<file path="config.mk">
export PLATFORM = sky130hd
export DESIGN_NAME = pkd_timekeeper
export DESIGN_NICKNAME = d
export VERILOG_FILES = /design/src/rtl/pkd_pkg.sv /design/src/rtl/pkd_prescaler.sv /design/src/rtl/pkd_tod_counter.sv /design/src/rtl/pkd_alarm_cmp.sv /design/src/rtl/pkd_countdown.sv /design/src/rtl/pkd_timekeeper.sv
export SDC_FILE = /design/constraint.sdc
export NUM_CORES = 1
export LEC_CHECK = 0
export BUFFER_PORTS_ARGS = -buffer_cell sky130_fd_sc_hd__buf_2
export CORE_MARGIN = 4
export CORE_UTILIZATION = 45
export CTS_CLUSTER_DIAMETER = 120
export DETAILED_ROUTE_END_ITERATION = 6
export GPL_ROUTABILITY_DRIVEN = 1
export GPL_TIMING_DRIVEN = 0
export MAX_ROUTING_LAYER = met4
export PLACE_DENSITY = 0.69
export RECOVER_POWER = 50
export SYNTH_ARGS = -nofsm -noshare
export SYNTH_HDL_FRONTEND = slang
export SYNTH_SLANG_ARGS = --single-unit
export TNS_END_PERCENT = 100
</file>
<file path="constraint.sdc">
create_clock -name clk -period 4.85 [get_ports clk]
set_input_delay 0.485 -clock clk [delete_from_list [all_inputs] [get_ports clk]]
set_output_delay 0.485 -clock clk [all_outputs]
set_load 0.01 [all_outputs]
</file>
<file path="src/rtl/pkd_pkg.sv">
package pkd_pkg;

   localparam int unsigned WORD_W   = 32;
   localparam int unsigned EVT_W    = 7;
   localparam int unsigned SEC_LAST = 59;
   localparam int unsigned MIN_LAST = 59;
   localparam int unsigned HR_LAST  = 23;

   localparam int unsigned EVT_SW   = 0;
   localparam int unsigned EVT_TALM = 1;
   localparam int unsigned EVT_SEC  = 2;
   localparam int unsigned EVT_MIN  = 3;
   localparam int unsigned EVT_HR   = 4;
   localparam int unsigned EVT_DAY  = 5;
   localparam int unsigned EVT_DALM = 6;

   localparam int unsigned TOD_BITS = 17;

   typedef struct packed {
      logic [14:0] day;
      logic [4:0]  hr;
      logic [5:0]  min;
      logic [5:0]  sec;
   } tod_t;

endpackage

</file>
<file path="src/rtl/pkd_prescaler.sv">
module pkd_prescaler #(
   parameter int unsigned DIV = 32768
) (
   input  logic clk,
   input  logic rst_n,
   input  logic osc_tick_i,
   input  logic div_en_i,
   input  logic load_i,
   output logic step_o
);
   localparam int unsigned PH_W = (DIV > 1) ? $clog2(DIV) : 1;

   if (DIV < 1) begin : g_bad_div
      $error("pkd_prescaler: DIV must be at least 1");
   end

   if (DIV == 1) begin : g_bypass
      assign step_o = osc_tick_i & ~load_i;
   end else begin : g_div
      logic [PH_W-1:0] phase_q;
      logic            at_end;

      assign at_end = (phase_q == PH_W'(DIV - 1));
      assign step_o = osc_tick_i & ~load_i & (~div_en_i | at_end);

      always_ff @(posedge clk or negedge rst_n) begin
         if (!rst_n) begin
            phase_q <= '0;
         end else if (load_i || !div_en_i) begin
            phase_q <= '0;
         end else if (osc_tick_i) begin
            phase_q <= at_end ? '0 : phase_q + 1'b1;
         end
      end

      AST_PHASE_CLEARED: assert property (@(posedge clk) disable iff (!rst_n)
         load_i |=> (phase_q == '0));
      AST_PHASE_BOUND: assert property (@(posedge clk) disable iff (!rst_n)
         (phase_q <= PH_W'(DIV - 1)));
   end

   AST_STEP_NEEDS_TICK: assert property (@(posedge clk) disable iff (!rst_n)
      step_o |-> osc_tick_i);
endmodule

</file>
<file path="src/rtl/pkd_tod_counter.sv">
module pkd_tod_counter
   import pkd_pkg::*;
(
   input  logic              clk,
   input  logic              rst_n,
   input  logic              step_i,
   input  logic              load_i,
   input  logic [WORD_W-1:0] load_val_i,
   output logic [WORD_W-1:0] cnt_o,
   output logic [WORD_W-1:0] next_o,
   output logic [3:0]        roll_evt_o
);
   tod_t cur_q, nxt;
   logic sec_wrap, min_wrap, hr_wrap;
   logic c_min, c_hr, c_day;
   logic evt_sec_q, evt_min_q, evt_hr_q, evt_day_q;

   always_comb begin
      sec_wrap = (cur_q.sec >= 6'(SEC_LAST));
      min_wrap = (cur_q.min >= 6'(MIN_LAST));
      hr_wrap  = (cur_q.hr  >= 5'(HR_LAST));
      c_min    = sec_wrap;
      c_hr     = c_min & min_wrap;
      c_day    = c_hr & hr_wrap;
      nxt      = cur_q;
      nxt.sec  = sec_wrap ? '0 : cur_q.sec + 1'b1;
      if (c_min) nxt.min = min_wrap ? '0 : cur_q.min + 1'b1;
      if (c_hr)  nxt.hr  = hr_wrap  ? '0 : cur_q.hr + 1'b1;
      if (c_day) nxt.day = cur_q.day + 1'b1;
   end

   always_ff @(posedge clk or negedge rst_n) begin
      if (!rst_n) begin
         cur_q     <= '0;
         evt_sec_q <= 1'b0;
         evt_min_q <= 1'b0;
         evt_hr_q  <= 1'b0;
         evt_day_q <= 1'b0;
      end else begin
         if (load_i) begin
            cur_q <= tod_t'(load_val_i);
         end else if (step_i) begin
            cur_q <= nxt;
         end
         evt_sec_q <= step_i & ~load_i;
         evt_min_q <= step_i & ~load_i & c_min;
         evt_hr_q  <= step_i & ~load_i & c_hr;
         evt_day_q <= step_i & ~load_i & c_day;
      end
   end

   assign cnt_o      = cur_q;
   assign next_o     = nxt;
   assign roll_evt_o = {evt_day_q, evt_hr_q, evt_min_q, evt_sec_q};

   AST_LOAD_WINS: assert property (@(posedge clk) disable iff (!rst_n)
      load_i |=> (cnt_o == $past(load_val_i)));
   AST_SEC_ADVANCE: assert property (@(posedge clk) disable iff (!rst_n)
      (step_i && !load_i && cur_q.sec < 6'(SEC_LAST)) |=> (cur_q.sec == $past(cur_q.sec) + 6'd1));
   AST_MIN_AT_ZERO_SEC: assert property (@(posedge clk) disable iff (!rst_n)
      evt_min_q |-> (cur_q.sec == '0));
   AST_HR_CHAIN: assert property (@(posedge clk) disable iff (!rst_n)
      evt_hr_q |-> (evt_min_q && cur_q.min == '0));
   AST_DAY_CHAIN: assert property (@(posedge clk) disable iff (!rst_n)
      evt_day_q |-> (evt_hr_q && cur_q.hr == '0));
endmodule

</file>
<file path="src/rtl/pkd_alarm_cmp.sv">
module pkd_alarm_cmp
   import pkd_pkg::*;
(
   input  logic              clk,
   input  logic              rst_n,
   input  logic              step_i,
   input  logic              time_load_i,
   input  logic [WORD_W-1:0] next_i,
   input  logic              load_i,
   input  logic [WORD_W-1:0] load_val_i,
   output logic              tod_evt_o,
   output logic              day_evt_o
);
   logic [WORD_W-1:0] alarm_q;
   logic              tod_hit, day_hit;

   assign tod_hit = (next_i[TOD_BITS-1:0] == alarm_q[TOD_BITS-1:0]);
   assign day_hit = tod_hit & (next_i[WORD_W-1:TOD_BITS] == alarm_q[WORD_W-1:TOD_BITS]);

   always_ff @(posedge clk or negedge rst_n) begin
      if (!rst_n) begin
         alarm_q   <= '0;
         tod_evt_o <= 1'b0;
         day_evt_o <= 1'b0;
      end else begin
         if (load_i) alarm_q <= load_val_i;
         tod_evt_o <= step_i & ~time_load_i & tod_hit;
         day_evt_o <= step_i & ~time_load_i & day_hit;
      end
   end

   AST_DAY_NEEDS_TOD: assert property (@(posedge clk) disable iff (!rst_n)
      day_evt_o |-> tod_evt_o);
   AST_ALARM_ON_STEP: assert property (@(posedge clk) disable iff (!rst_n)
      tod_evt_o |-> $past(step_i));
endmodule

</file>
<file path="src/rtl/pkd_countdown.sv">
module pkd_countdown #(
   parameter int unsigned SW_W = 16
) (
   input  logic            clk,
   input  logic            rst_n,
   input  logic            step_i,
   input  logic            load_i,
   input  logic [SW_W-1:0] load_val_i,
   output logic [SW_W-1:0] cnt_o,
   output logic            zero_evt_o
);
   if (SW_W < 2) begin : g_bad_w
      $error("pkd_countdown: SW_W must be at least 2");
   end

   logic [SW_W-1:0] sw_q;
   logic            nonzero, last;

   assign nonzero = |sw_q;
   assign last    = (sw_q == SW_W'(1));

   always_ff @(posedge clk or negedge rst_n) begin
      if (!rst_n) begin
         sw_q       <= '0;
         zero_evt_o <= 1'b0;
      end else begin
         if (load_i) begin
            sw_q <= load_val_i;
         end else if (step_i && nonzero) begin
            sw_q <= sw_q - 1'b1;
         end
         zero_evt_o <= step_i & ~load_i & last;
      end
   end

   assign cnt_o = sw_q;

   AST_SW_ZERO_FLAG: assert property (@(posedge clk) disable iff (!rst_n)
      zero_evt_o |-> (sw_q == '0));
   AST_SW_HOLD: assert property (@(posedge clk) disable iff (!rst_n)
      (!load_i && step_i && !nonzero) |=> (sw_q == '0 && !zero_evt_o));
   AST_SW_LOAD: assert property (@(posedge clk) disable iff (!rst_n)
      load_i |=> (sw_q == $past(load_val_i)));
endmodule

</file>
<file path="src/rtl/pkd_timekeeper.sv">
module pkd_timekeeper
   import pkd_pkg::*;
#(
   parameter int unsigned PRESCALE_DIV = 32768,
   parameter int unsigned SW_W         = 16
) (
   input  logic              clk,
   input  logic              rst_n,
   input  logic              osc_tick,
   input  logic              div_en,
   input  logic              time_load,
   input  logic [WORD_W-1:0] time_load_val,
   input  logic              alarm_load,
   input  logic [WORD_W-1:0] alarm_load_val,
   input  logic              swatch_load,
   input  logic [SW_W-1:0]   swatch_load_val,
   output logic [WORD_W-1:0] time_word,
   output logic [SW_W-1:0]   swatch_word,
   output logic [EVT_W-1:0]  event_pulse
);
   logic              step;
   logic [WORD_W-1:0] next_word;
   logic [3:0]        roll_evt;
   logic              tod_evt, day_evt, sw_evt;

   pkd_prescaler #(.DIV(PRESCALE_DIV)) u_presc (
      .clk(clk), .rst_n(rst_n), .osc_tick_i(osc_tick), .div_en_i(div_en),
      .load_i(time_load), .step_o(step)
   );

   pkd_tod_counter u_tod (
      .clk(clk), .rst_n(rst_n), .step_i(step), .load_i(time_load),
      .load_val_i(time_load_val), .cnt_o(time_word), .next_o(next_word),
      .roll_evt_o(roll_evt)
   );

   pkd_alarm_cmp u_alarm (
      .clk(clk), .rst_n(rst_n), .step_i(step), .time_load_i(time_load),
      .next_i(next_word), .load_i(alarm_load), .load_val_i(alarm_load_val),
      .tod_evt_o(tod_evt), .day_evt_o(day_evt)
   );

   pkd_countdown #(.SW_W(SW_W)) u_swatch (
      .clk(clk), .rst_n(rst_n), .step_i(step), .load_i(swatch_load),
      .load_val_i(swatch_load_val), .cnt_o(swatch_word), .zero_evt_o(sw_evt)
   );

   always_comb begin
      event_pulse           = '0;
      event_pulse[EVT_SW]   = sw_evt;
      event_pulse[EVT_TALM] = tod_evt;
      event_pulse[EVT_SEC]  = roll_evt[0];
      event_pulse[EVT_MIN]  = roll_evt[1];
      event_pulse[EVT_HR]   = roll_evt[2];
      event_pulse[EVT_DAY]  = roll_evt[3];
      event_pulse[EVT_DALM] = day_evt;
   end

   AST_EVENTS_NEED_SECOND: assert property (@(posedge clk) disable iff (!rst_n)
      (|event_pulse[EVT_DALM:EVT_TALM]) |-> event_pulse[EVT_SEC]);
endmodule

</file>
==> results.yml <==
sta:
  fin_crit_ns: 3.19
  grt_setup_unrepaired: "false"
  fin_ws_ns: 1.66
  fmax_mhz: 313
  hold_violations: 0
  slew_viol_final: 105
  setup_tns_ns: 0
  fin_crit_sh_pct: 65.8
  worst-slew-pin-transition_ns: 1.81
  slew-limit-headroom_pct: -20.7
  fin_worst_skew_ns: 0.0111
  setup_viol: 0
critical_path:
  setup.worst_path.end_class: "flip-flop"
  setup.worst_path.start: "u_tod.cnt_o[0]"
  rrSetupSlack_ns: 1.66
  path_class: "reg2reg"
  cp.arrival_ns: 3.44
  crit_fanout: 10
  crit-reg2reg-launch: "u_tod.cnt_o[0]"
  cp.required_ns: 5.10
  worstSetupStartpointType: "flip-flop"
routing:
  routed_wl_um: 16400
  vias_per_cell: 5.59
  vias: 5455
  route.detailed.drc: 0
  drt_pass1_iterations: 6
  postRouteAntennaNets: 0
  post_drt_wl_per_cell_um: 16.8
  first_iter_violations: 529
global_routing:
  track_usage_pct: 22.4
  grt_max_degree: 75
  grt_pass1_wl_um: 26000
  overflow: 0
  grt_pass1_vias: 5252
  grt_antenna_before_repair: 0
layout:
  synthToLayoutAreaGrowth_pct: 21.0
  finish.utilization_pct: 56.4
  num-fill-cells: 1180
  diodes: 0
  nets: 893
  drive_gt1_share_pct: 24.4
floorplanning:
  chipHeight_um: 123
  rows: 41
  io_pins: 142
  start_util_pct: 46.6
  die_w_um: 123
  core_region_area_um2: 12800
  dieArea_um2: 15200
synth:
  synth_fp_nets: 742
  synth_edf_count: 0
  synth_commonest_cells: "dfrtp_1 (102), nand2_1 (81), o21ai_0 (65)"
  synth_area_um2: 5980
  synthCells: 648
  synthFlopType: "dfrtp_1"
  async_flop_share_pct: 100
  synth_cell_type_count: 56
  syn_avg_cell_area_um2: 9.23
  synthMostInstantiatedCell: "dfrtp_1"
  yosysTopAreaCellShare_pct: 42.7
  synth_warnings: 0
  synthTopCellsByArea: "dfrtp_1 (43%), mux2_2 (6.2%), xnor2_1 (5.7%)"
  synth_top_area_cell: "dfrtp_1"
  synth.ff_latch_count: 102
  yosysSeqAreaShare_pct: 42.7
clock_tree:
  htreeDepth: 3
  cts-root-buf: "clkbuf_16"
  cts.sinks: 102
  worstSkewPairLatency_ns: 0.36
  holdBufCountCts: 0
  clk_pin_slew_ns: 0.07
  cts_buffers: 9
  tritoncts: "built"
  cts_resized: 0
  cts_setup_buffers: 0
  cts_max_path_buffers: 2
min_path:
  hold_start: "time_load_val[5]"
  hp-class: "in2reg"
power_and_ir_drop:
  max-vdd-ir-drop_v: 0.000185
  p_leak_nw: 3.15
  pwr_density_cell_nw_per_um2: 315
place:
  place_congestion: 0.935
  place_ws_ns: 1.66
  hpwl_um: 12400
  port_buffers: 139
outcome:
  violations: "capacitance limit, slew limit"
  run_status: "finished with violations"
job:
  maxCapViolCount: 2
==> worst max-delay path, stage by stage (launching register included) <==
cell       delay, ns
dfrtp_1         0.50
ha_1            0.31
o2111ai_4       0.36
nor2_2          0.16
a221o_1         0.36
or4_1           0.48
nor4_1          0.39
nand4_1         0.22
nor4_1          0.31
==> state kept, by name, summed over array words and instances (netlist names), 15 cells and up <==
register and flops:
u_tod.cnt_o 32, u_swatch.cnt_o 16, u_presc.g_div.phase_q 15, u_alarm.alarm_q 32
==> cell type report <==
class / instances / area, um^2 / area share [%]
clock inverters: 7 / 133 / 1.83
clock buffers: 9 / 225 / 3.11
repair buffers: 140 / 681 / 9.41
flip-flops and latches: 102 / 2550 / 35.3
multi-input cells: 496 / 3170 / 43.8
inverters: 10 / 37.5 / 0.519
plain buffers: 40 / 219 / 3.03
well taps: 172 / 215 / 2.98
==> routing by layer <==
layer / vias up / track usage, % / part of all wire, %
met5: - / - / 0
met4: 0 / 8.03 / 2.0
met3: 24 / 2.61 / 5.4
met2: 197 / 35.0 / 46
met1: 2626 / 30.4 / 47
li1: 2608 / - / -
==> final timing paths <==
check                           depth (start not counted)                        end
min in group asynchronous                               1  u_presc.g_div.phase_q[13]
worst max register to register                          8          u_alarm.day_evt_o
max in group asynchronous                               2         u_alarm.alarm_q[3]
worst min-delay path                                    3             u_tod.cnt_o[5]
worst min register to register                          1   u_presc.g_div.phase_q[5]
worst max-delay path                                    8          u_alarm.day_evt_o
==> layout by cell type, fill, tap and decap left out, drive strengths merged, types with 3 or more instances in the layout <==
cell and instances:
or4 5, nor2b 7, dfrtp 102, xor2 31, nor2 49, nor3 19
a211oi 3, o211ai 3, clkbuf 47, a22oi 6, nand2b 4, o31ai 5
a21oi 24, a31oi 7, nand2 81, mux2 33, or3 3, nor4 10
buf 142, clkinv 3, and3 10, mux2i 5, xnor2 39, and4 3
nand3b 3, nand4 12, nand3 28, o2111ai 4, inv 11, ha 7
o21ai 65, bufinv 3, nand4b 5
==> cell families after synthesis <==
logic type	after synthesis	synth area share, %
simple gates	247	20.3
compound gates	134	14.0
flops	102	42.7
xor+xnor	70	10.3
buf+inv	50	4.29
mux	38	7.05
fa+ha+maj	7	1.46
==> through the flow <==
| step | cells | area [um^2] | total power, mW | hold WS, ns |
|---|---|---|---|---|
| global placement | 959 | 6890 | 1.42 | 0.498 |
| global route | 976 | 7230 | 2.38 | 0.336 |
| finish | 976 | 7230 | 2.28 | 0.332 |
| floorplan | 648 | 5980 | 1.27 | 0.189 |
| CTS | 976 | 7280 | 2.30 | 0.0580 |
| detailed placement | 960 | 6920 | 1.44 | 0.445 |
==> where the power goes <==
group / switching, mW / internal (mW) / leakage [nW]
clock: 0.342 / 0.512 / 0.173
combinational: 0.233 / 0.191 / 1.71
sequential: 0.0828 / 0.915 / 1.26
Note: power is estimated with default switching activity, not from simulation.
